<file path="config.mk">
export PLATFORM = sky130hd
export DESIGN_NAME = fpadd_pipe
export DESIGN_NICKNAME = d
export VERILOG_FILES = /design/src/rtl/fpadd_pkg.sv /design/src/rtl/fpadd_cmp.sv /design/src/rtl/fpadd_align.sv /design/src/rtl/fpadd_addsub.sv /design/src/rtl/fpadd_norm.sv /design/src/rtl/fpadd_pipe.sv
export SDC_FILE = /design/constraint.sdc
export NUM_CORES = 1
export LEC_CHECK = 0
export ABC_AREA = 1
export BUFFER_PORTS_ARGS = -buffer_cell sky130_fd_sc_hd__clkbuf_2
export CAP_MARGIN = 5
export CORE_ASPECT_RATIO = 0.9
export CORE_MARGIN = 2
export CORE_UTILIZATION = 55
export CTS_CLUSTER_SIZE = 12
export DETAILED_ROUTE_END_ITERATION = 10
export GPL_TIMING_DRIVEN = 0
export PLACE_DENSITY = 0.86
export SLEW_MARGIN = 20
export SYNTH_ARGS = -nofsm -noshare
export SYNTH_HDL_FRONTEND = slang
export SYNTH_SLANG_ARGS = --single-unit
export TNS_END_PERCENT = 30
</file>
<file path="constraint.sdc">
create_clock -name clk -period 4.35 [get_ports clk]
set_input_delay 0.2175 -clock clk [delete_from_list [all_inputs] [get_ports clk]]
set_output_delay 0.2175 -clock clk [all_outputs]
set_load 0.005 [all_outputs]
</file>
<file path="src/rtl/fpadd_pkg.sv">
package fpadd_pkg;
  localparam int unsigned FPA_STAGES = 4;
  typedef enum logic {FPA_ADD = 1'b0, FPA_SUB = 1'b1} fpa_op_e;
endpackage

</file>
<file path="src/rtl/fpadd_cmp.sv">
module fpadd_cmp #(
  parameter int unsigned EXP_W = 8,
  parameter int unsigned MAN_W = 24
) (
  input  logic             clk,
  input  logic             rst_n,
  input  logic             en,
  input  logic             i_valid,
  input  logic             i_op,
  input  logic             i_a_s,
  input  logic [EXP_W-1:0] i_a_e,
  input  logic [MAN_W-1:0] i_a_m,
  input  logic             i_b_s,
  input  logic [EXP_W-1:0] i_b_e,
  input  logic [MAN_W-1:0] i_b_m,
  output logic             o_valid,
  output logic             o_big_s,
  output logic [EXP_W-1:0] o_big_e,
  output logic [MAN_W-1:0] o_big_m,
  output logic             o_sml_s,
  output logic [MAN_W-1:0] o_sml_m,
  output logic [EXP_W-1:0] o_shamt
);
  import fpadd_pkg::*;
  logic [EXP_W:0]   diff;
  logic             a_wins;
  logic             b_s_eff;

  always_comb begin
    diff    = {1'b0, i_a_e} - {1'b0, i_b_e};
    a_wins  = ~diff[EXP_W];
    b_s_eff = i_b_s ^ (i_op == FPA_SUB);
  end

  always_ff @(posedge clk or negedge rst_n) begin
    if (!rst_n) begin
      o_valid <= 1'b0;
      o_big_s <= 1'b0;
      o_big_e <= '0;
      o_big_m <= '0;
      o_sml_s <= 1'b0;
      o_sml_m <= '0;
      o_shamt <= '0;
    end else if (en) begin
      o_valid <= i_valid;
      if (a_wins) begin
        o_big_s <= i_a_s;
        o_big_e <= i_a_e;
        o_big_m <= i_a_m;
        o_sml_s <= b_s_eff;
        o_sml_m <= i_b_m;
        o_shamt <= diff[EXP_W-1:0];
      end else begin
        o_big_s <= b_s_eff;
        o_big_e <= i_b_e;
        o_big_m <= i_b_m;
        o_sml_s <= i_a_s;
        o_sml_m <= i_a_m;
        o_shamt <= i_b_e - i_a_e;
      end
    end
  end
endmodule

</file>
<file path="src/rtl/fpadd_align.sv">
module fpadd_align #(
  parameter int unsigned EXP_W = 8,
  parameter int unsigned MAN_W = 24
) (
  input  logic             clk,
  input  logic             rst_n,
  input  logic             en,
  input  logic             i_valid,
  input  logic             i_big_s,
  input  logic [EXP_W-1:0] i_big_e,
  input  logic [MAN_W-1:0] i_big_m,
  input  logic             i_sml_s,
  input  logic [MAN_W-1:0] i_sml_m,
  input  logic [EXP_W-1:0] i_shamt,
  output logic             o_valid,
  output logic             o_big_s,
  output logic [EXP_W-1:0] o_big_e,
  output logic [MAN_W-1:0] o_big_m,
  output logic             o_sml_s,
  output logic [MAN_W-1:0] o_al_m
);
  logic [MAN_W-1:0] shifted;

  always_comb begin
    if (32'(i_shamt) >= MAN_W) shifted = '0;
    else                       shifted = i_sml_m >> i_shamt;
  end

  always_ff @(posedge clk or negedge rst_n) begin
    if (!rst_n) begin
      o_valid <= 1'b0;
      o_big_s <= 1'b0;
      o_big_e <= '0;
      o_big_m <= '0;
      o_sml_s <= 1'b0;
      o_al_m  <= '0;
    end else if (en) begin
      o_valid <= i_valid;
      o_big_s <= i_big_s;
      o_big_e <= i_big_e;
      o_big_m <= i_big_m;
      o_sml_s <= i_sml_s;
      o_al_m  <= shifted;
    end
  end

  // a right shift never enlarges the smaller mantissa
  assert_align_shrink_R3: assert property (@(posedge clk) disable iff (!rst_n)
    (en && i_valid) |=> (o_al_m <= $past(i_sml_m)));
endmodule

</file>
<file path="src/rtl/fpadd_addsub.sv">
module fpadd_addsub #(
  parameter int unsigned EXP_W = 8,
  parameter int unsigned MAN_W = 24
) (
  input  logic             clk,
  input  logic             rst_n,
  input  logic             en,
  input  logic             i_valid,
  input  logic             i_big_s,
  input  logic [EXP_W-1:0] i_big_e,
  input  logic [MAN_W-1:0] i_big_m,
  input  logic             i_sml_s,
  input  logic [MAN_W-1:0] i_al_m,
  output logic             o_valid,
  output logic             o_s,
  output logic [EXP_W-1:0] o_e,
  output logic [MAN_W:0]   o_mag
);
  logic [MAN_W:0] raw;
  logic [MAN_W:0] mag;
  logic           sgn;

  always_comb begin
    if (i_big_s == i_sml_s) begin
      raw = {1'b0, i_big_m} + {1'b0, i_al_m};
      mag = raw;
      sgn = i_big_s;
    end else begin
      raw = {1'b0, i_big_m} - {1'b0, i_al_m};
      if (raw[MAN_W]) begin
        mag = -raw;
        sgn = ~i_big_s;
      end else begin
        mag = raw;
        sgn = i_big_s;
      end
    end
  end

  always_ff @(posedge clk or negedge rst_n) begin
    if (!rst_n) begin
      o_valid <= 1'b0;
      o_s     <= 1'b0;
      o_e     <= '0;
      o_mag   <= '0;
    end else if (en) begin
      o_valid <= i_valid;
      o_s     <= sgn;
      o_e     <= i_big_e;
      o_mag   <= mag;
    end
  end

  // a difference of operands with unlike signs never carries out
  assert_diff_no_carry_R5: assert property (@(posedge clk) disable iff (!rst_n)
    (en && i_valid && (i_big_s != i_sml_s)) |=> !o_mag[MAN_W]);
endmodule

</file>
<file path="src/rtl/fpadd_norm.sv">
module fpadd_norm #(
  parameter int unsigned EXP_W = 8,
  parameter int unsigned MAN_W = 24
) (
  input  logic             clk,
  input  logic             rst_n,
  input  logic             en,
  input  logic             i_valid,
  input  logic             i_s,
  input  logic [EXP_W-1:0] i_e,
  input  logic [MAN_W:0]   i_mag,
  output logic             o_valid,
  output logic             o_s,
  output logic [EXP_W-1:0] o_e,
  output logic [MAN_W-1:0] o_m,
  output logic             o_ovf,
  output logic             o_unf
);
  localparam int unsigned LZ_W  = $clog2(MAN_W + 1);
  localparam int unsigned CMP_W = (LZ_W > EXP_W) ? LZ_W : EXP_W;
  localparam logic [EXP_W-1:0] EXP_MAX = {EXP_W{1'b1}};

  logic [LZ_W-1:0]  lz;
  logic             n_s, n_ovf, n_unf;
  logic [EXP_W-1:0] n_e;
  logic [MAN_W-1:0] n_m;

  always_comb begin
    lz = LZ_W'(MAN_W);
    for (int i = 0; i < MAN_W; i++) begin
      if (i_mag[i]) lz = LZ_W'(MAN_W - 1 - i);
    end
  end

  always_comb begin
    n_s = i_s; n_e = i_e; n_m = i_mag[MAN_W-1:0];
    n_ovf = 1'b0; n_unf = 1'b0;
    if (i_mag[MAN_W]) begin
      n_m = i_mag[MAN_W:1];
      if (i_e == EXP_MAX) n_ovf = 1'b1;
      else                n_e   = i_e + 1'b1;
    end else if (i_mag == '0) begin
      n_s = 1'b0; n_e = '0; n_m = '0;
    end else if (CMP_W'(lz) > CMP_W'(i_e)) begin
      n_s = 1'b0; n_e = '0; n_m = '0; n_unf = 1'b1;
    end else begin
      n_m = i_mag[MAN_W-1:0] << lz;
      n_e = i_e - EXP_W'(lz);
    end
  end

  always_ff @(posedge clk or negedge rst_n) begin
    if (!rst_n) begin
      o_valid <= 1'b0;
      o_s     <= 1'b0;
      o_e     <= '0;
      o_m     <= '0;
      o_ovf   <= 1'b0;
      o_unf   <= 1'b0;
    end else if (en) begin
      o_valid <= i_valid;
      o_s     <= n_s;
      o_e     <= n_e;
      o_m     <= n_m;
      o_ovf   <= n_ovf;
      o_unf   <= n_unf;
    end
  end

  // every nonzero result leaves normalized
  assert_norm_msb_R7: assert property (@(posedge clk) disable iff (!rst_n)
    (o_valid && (o_m != '0)) |-> o_m[MAN_W-1]);
  // zero result carries clean sign, exponent and overflow flag
  assert_zero_clean_R8: assert property (@(posedge clk) disable iff (!rst_n)
    (o_valid && (o_m == '0)) |-> ((o_e == '0) && !o_s && !o_ovf));
  // flags are mutually exclusive
  assert_flags_excl_R10: assert property (@(posedge clk) disable iff (!rst_n)
    o_valid |-> !(o_ovf && o_unf));
endmodule

</file>
<file path="src/rtl/fpadd_pipe.sv">
module fpadd_pipe #(
  parameter int unsigned EXP_W = 8,
  parameter int unsigned MAN_W = 24
) (
  input  logic             clk,
  input  logic             rst_n,
  input  logic             in_valid,
  output logic             in_ready,
  input  logic             in_op,
  input  logic             in_a_sign,
  input  logic [EXP_W-1:0] in_a_exp,
  input  logic [MAN_W-1:0] in_a_man,
  input  logic             in_b_sign,
  input  logic [EXP_W-1:0] in_b_exp,
  input  logic [MAN_W-1:0] in_b_man,
  output logic             out_valid,
  input  logic             out_ready,
  output logic             out_sign,
  output logic [EXP_W-1:0] out_exp,
  output logic [MAN_W-1:0] out_man,
  output logic             out_ovf,
  output logic             out_unf
);
  logic en;
  logic             v1, bs1, ss1;
  logic [EXP_W-1:0] be1, sh1;
  logic [MAN_W-1:0] bm1, sm1;
  logic             v2, bs2, ss2;
  logic [EXP_W-1:0] be2;
  logic [MAN_W-1:0] bm2, am2;
  logic             v3, s3;
  logic [EXP_W-1:0] e3;
  logic [MAN_W:0]   mag3;

  assign en       = ~out_valid | out_ready;
  assign in_ready = en;

  fpadd_cmp #(.EXP_W(EXP_W), .MAN_W(MAN_W)) u_cmp (
    .clk(clk), .rst_n(rst_n), .en(en), .i_valid(in_valid), .i_op(in_op),
    .i_a_s(in_a_sign), .i_a_e(in_a_exp), .i_a_m(in_a_man),
    .i_b_s(in_b_sign), .i_b_e(in_b_exp), .i_b_m(in_b_man),
    .o_valid(v1), .o_big_s(bs1), .o_big_e(be1), .o_big_m(bm1),
    .o_sml_s(ss1), .o_sml_m(sm1), .o_shamt(sh1));

  fpadd_align #(.EXP_W(EXP_W), .MAN_W(MAN_W)) u_align (
    .clk(clk), .rst_n(rst_n), .en(en), .i_valid(v1),
    .i_big_s(bs1), .i_big_e(be1), .i_big_m(bm1),
    .i_sml_s(ss1), .i_sml_m(sm1), .i_shamt(sh1),
    .o_valid(v2), .o_big_s(bs2), .o_big_e(be2), .o_big_m(bm2),
    .o_sml_s(ss2), .o_al_m(am2));

  fpadd_addsub #(.EXP_W(EXP_W), .MAN_W(MAN_W)) u_addsub (
    .clk(clk), .rst_n(rst_n), .en(en), .i_valid(v2),
    .i_big_s(bs2), .i_big_e(be2), .i_big_m(bm2),
    .i_sml_s(ss2), .i_al_m(am2),
    .o_valid(v3), .o_s(s3), .o_e(e3), .o_mag(mag3));

  fpadd_norm #(.EXP_W(EXP_W), .MAN_W(MAN_W)) u_norm (
    .clk(clk), .rst_n(rst_n), .en(en), .i_valid(v3),
    .i_s(s3), .i_e(e3), .i_mag(mag3),
    .o_valid(out_valid), .o_s(out_sign), .o_e(out_exp), .o_m(out_man),
    .o_ovf(out_ovf), .o_unf(out_unf));

  // a refused result stays put
  assert_hold_R2: assert property (@(posedge clk) disable iff (!rst_n)
    (out_valid && !out_ready) |=>
      (out_valid && $stable({out_sign, out_exp, out_man, out_ovf, out_unf})));
  // an empty output slot always admits input
  assert_ready_R2: assert property (@(posedge clk) disable iff (!rst_n)
    !out_valid |-> in_ready);
endmodule

</file>
==> run metrics <==
status complete, no violations; Reg clk slew, reported paths 0.09 ns; pwr/cell area 884 nW/um^2; WL final 50.6 mm; Hold Slack between 0.007 and 0.008 ns; pre-CTS setup slack -0.957 ns; Synth Instances 2143; WL/cell 19.1 um; CP dominant cell by count nor2_1; Main synth FF type dfrtp_1; Synth Area in Adders 6.70%; first-pass GRT wire length 80.3 mm; via count 15600; Final nets 2437; type of the worst setup path flop to flop; largest family of logic cells by synthesized area simple AND/OR/NAND/NOR gates; largest net degree at the start of global routing 89; Slew Viols, Final 0; CP cell instances nor4_1, inv_1, nor2_1, o21bai_1, a21oi_2, inv_1, clkbuf_1, ha_1, a21oi_2, nor2_1, nor2_1, o21ai_2, nor3_4, nor3_4, nand2_4, buf_4, o21ai_1, nand2_1, nand2_1; Tcrit/Tclk final 96.8%; Pleak 0.00815 uW; Max Buffers Root-to-Sink 2; Port Buffer Count 107; initial antenna violation count 0; DRC viols 0; Clk Latency, worst-skew pair 0.46 ns; Worst Setup End Kind flop; FMAX 0.237 GHz; Cell Rows between 50 and 60; Critical Path Fanout Max 10; worst vdd ir 427 uV; core area 26200 um^2; Final setup viols 0; Synth Cell Area 14700 um^2; min cycle time layout 4.21 ns; Remaining Overflow, GRT 0; CP Launch Type flop; compound-cell area share of the yosys netlist 19.8%; CP peak stage delay approximately 0.48 ns; CTS tree yes; Worst EP arrival 4.61 ns; Hold Fails Final Rpt 0; # IOs 108; CTS buffer count 17; Post-synth EDFFs 0; TritonRoute pass-1 iters 6; gpl congestion between 0.9 and 1; Synth Area in XOR/XNOR 2.36%; Max stage delay cell, worst path ha_1; sequential share of the synthesized area approximately a third; Max H-tree Level 4; Syn Area/Cell slightly below 7 um^2; die area 28100 um^2; worst hold path type input port to flop; Setup WS post-layout 0.137 ns; Syn Nets 2290; diode count 0; Distinct cells, synth 65; Clock Sinks 197; synthesis-stage register bit count roughly 200; Detailed Route Iter0 Violations 2072; DIE WIDTH 177 um; Async S/R FF share, synth 100%; Worst-Margin Slew 1.13 ns; Total GRT Usage between 30 and 40%; Synth Area in Simple Gates 26.8%; Layout area overhead 13.0%; skew final 0.0191 ns; vias in the first global route 14800; Via density a little under 6; multiplexer area fraction after synthesis 0.747%; Ys Warns 0; initial core utilization 56.3%; most frequent cells in the layout nand2_1 (519), o21ai_0 (265), inv_1 (242); root buffer cell clkbuf_16; Req. time, crit path roughly 4.8 ns; dpl hpwl around 39 mm; antenna viol nets, final 0; share of cells above drive strength 1 10.9%; chip height 159 um; commonest non-fill, non-tap cell in the layout nand2_1; max-cap viol count 0; Max-Slew Margin vs Limit 24.4%
## Yosys cell counts, types with 10 or more instances
library cell / number / share of area, %
o211ai_1: 13 / 0.66
nand2_1: 524 / 13
inv_2: 11 / 0.28
nor3_1: 15 / 0.51
clkbuf_1: 83 / 2.1
mux2i_1: 11 / 0.75
ha_1: 71 / 6.0
nand3_1: 186 / 6.3
o21ai_0: 270 / 9.2
inv_1: 245 / 6.2
o22ai_1: 10 / 0.42
nand4_1: 13 / 0.55
a21oi_1: 115 / 3.9
a31oi_1: 30 / 1.3
xor2_1: 24 / 1.4
o21bai_1: 13 / 0.66
dfrtp_1: 197 / 33
nor2_1: 164 / 4.2
## cells by family after synthesis
group	count (synthesis)
AO/OA/AOI/OAI	515
XOR/XNOR	35
adder cells (fa/ha/maj)	76
buffers and inverters	372
flip-flops	197
multiplexers	11
AND/OR/NAND/NOR	937
## layer usage
metal / track usage [%] / part of all wire [%] / wire [um] / up-vias
met1: 54.1 / 45 / 22600 / 7367
met4: 10.4 / 2.2 / 1110 / 0
li1: - / - / - / 7359
met5: 0 / 0 / 0 / -
met2: 54.2 / 43 / 21900 / 817
met3: 6.09 / 10 / 5050 / 90
## layout make-up
class | instances | area, um^2
plain buffers | 114 | 568
clock buffers | 19 | 443
clock inverters | 13 | 138
fillers | 2457 | 9540
inverters | 258 | 978
multi-input cells | 1574 | 8410
flip-flops and latches | 197 | 4930
well taps | 348 | 435
repair buffers | 128 | 762
## timing repair
action,CTS,global route
endpoints found under the hold margin,45,0
pin swaps,4,12
gates cloned,0,2
hold buffers,2,0
setup buffers,6,9
resized for setup,21,28
endpoints found under the setup margin,25,25
## final timing paths
| path | cells after the start | slack [ns] | start | end |
|---|---|---|---|---|
| max in group asynchronous | 4 | 2.97 | rst_n | u_addsub.o_mag[0] |
| worst max register to register | 19 | 0.14 | u_addsub.o_mag[7] | u_norm.o_m[16] |
| worst min-delay path | 3 | 0.007 | in_a_man[15] | u_cmp.o_sml_m[15] |
| worst min register to register | 2 | 0.47 | u_addsub.o_valid | u_norm.o_valid |
| worst max-delay path | 19 | 0.14 | u_addsub.o_mag[7] | u_norm.o_m[16] |
| min in group asynchronous | 2 | 0.24 | rst_n | u_cmp.o_sml_m[13] |
## worst max-delay path, delay by kind of cell, from the launching register on
kind,cells,cell delay (ns)
simple gates,9,1.47
fa+ha+maj,1,0.48
buf+inv,4,0.77
compound gates,5,0.96
flops,1,0.47
## registers in the layout (all words and copies together) (netlist names), 8 cells and up
register	cells
u_addsub.o_e	8
u_align.o_big_m	24
u_align.o_big_e	8
u_cmp.o_big_m	24
u_align.o_al_m	24
u_addsub.o_mag	25
u_norm.o_e	8
u_cmp.o_shamt	8
u_cmp.o_big_e	8
u_norm.o_m	24
u_cmp.o_sml_m	24
## metrics by stage
step | cell area (um^2) | util [%] | power (uW) | cells | setup TNS, ns
3_5_place_dp | 15800 | 60.2 | 12500 | 2600 | -15.51
6_report | 16700 | 63.6 | 14700 | 2651 | 0
5_1_grt | 16700 | 63.6 | 15900 | 2651 | -0.135
3_3_place_gp | 15700 | 60.0 | 12200 | 2598 | -125.33
2_1_floorplan | 14700 | - | 9680 | 2143 | 0
4_1_cts | 16500 | 62.9 | 14200 | 2640 | 0
## where the power goes
group          internal (uW)  switching [uW]
Combinational           3230            6610
Sequential              2620             666
Clock                    780             827
Total                   6640            8100
No activity file was read; power rests on OpenSTA's default activity.
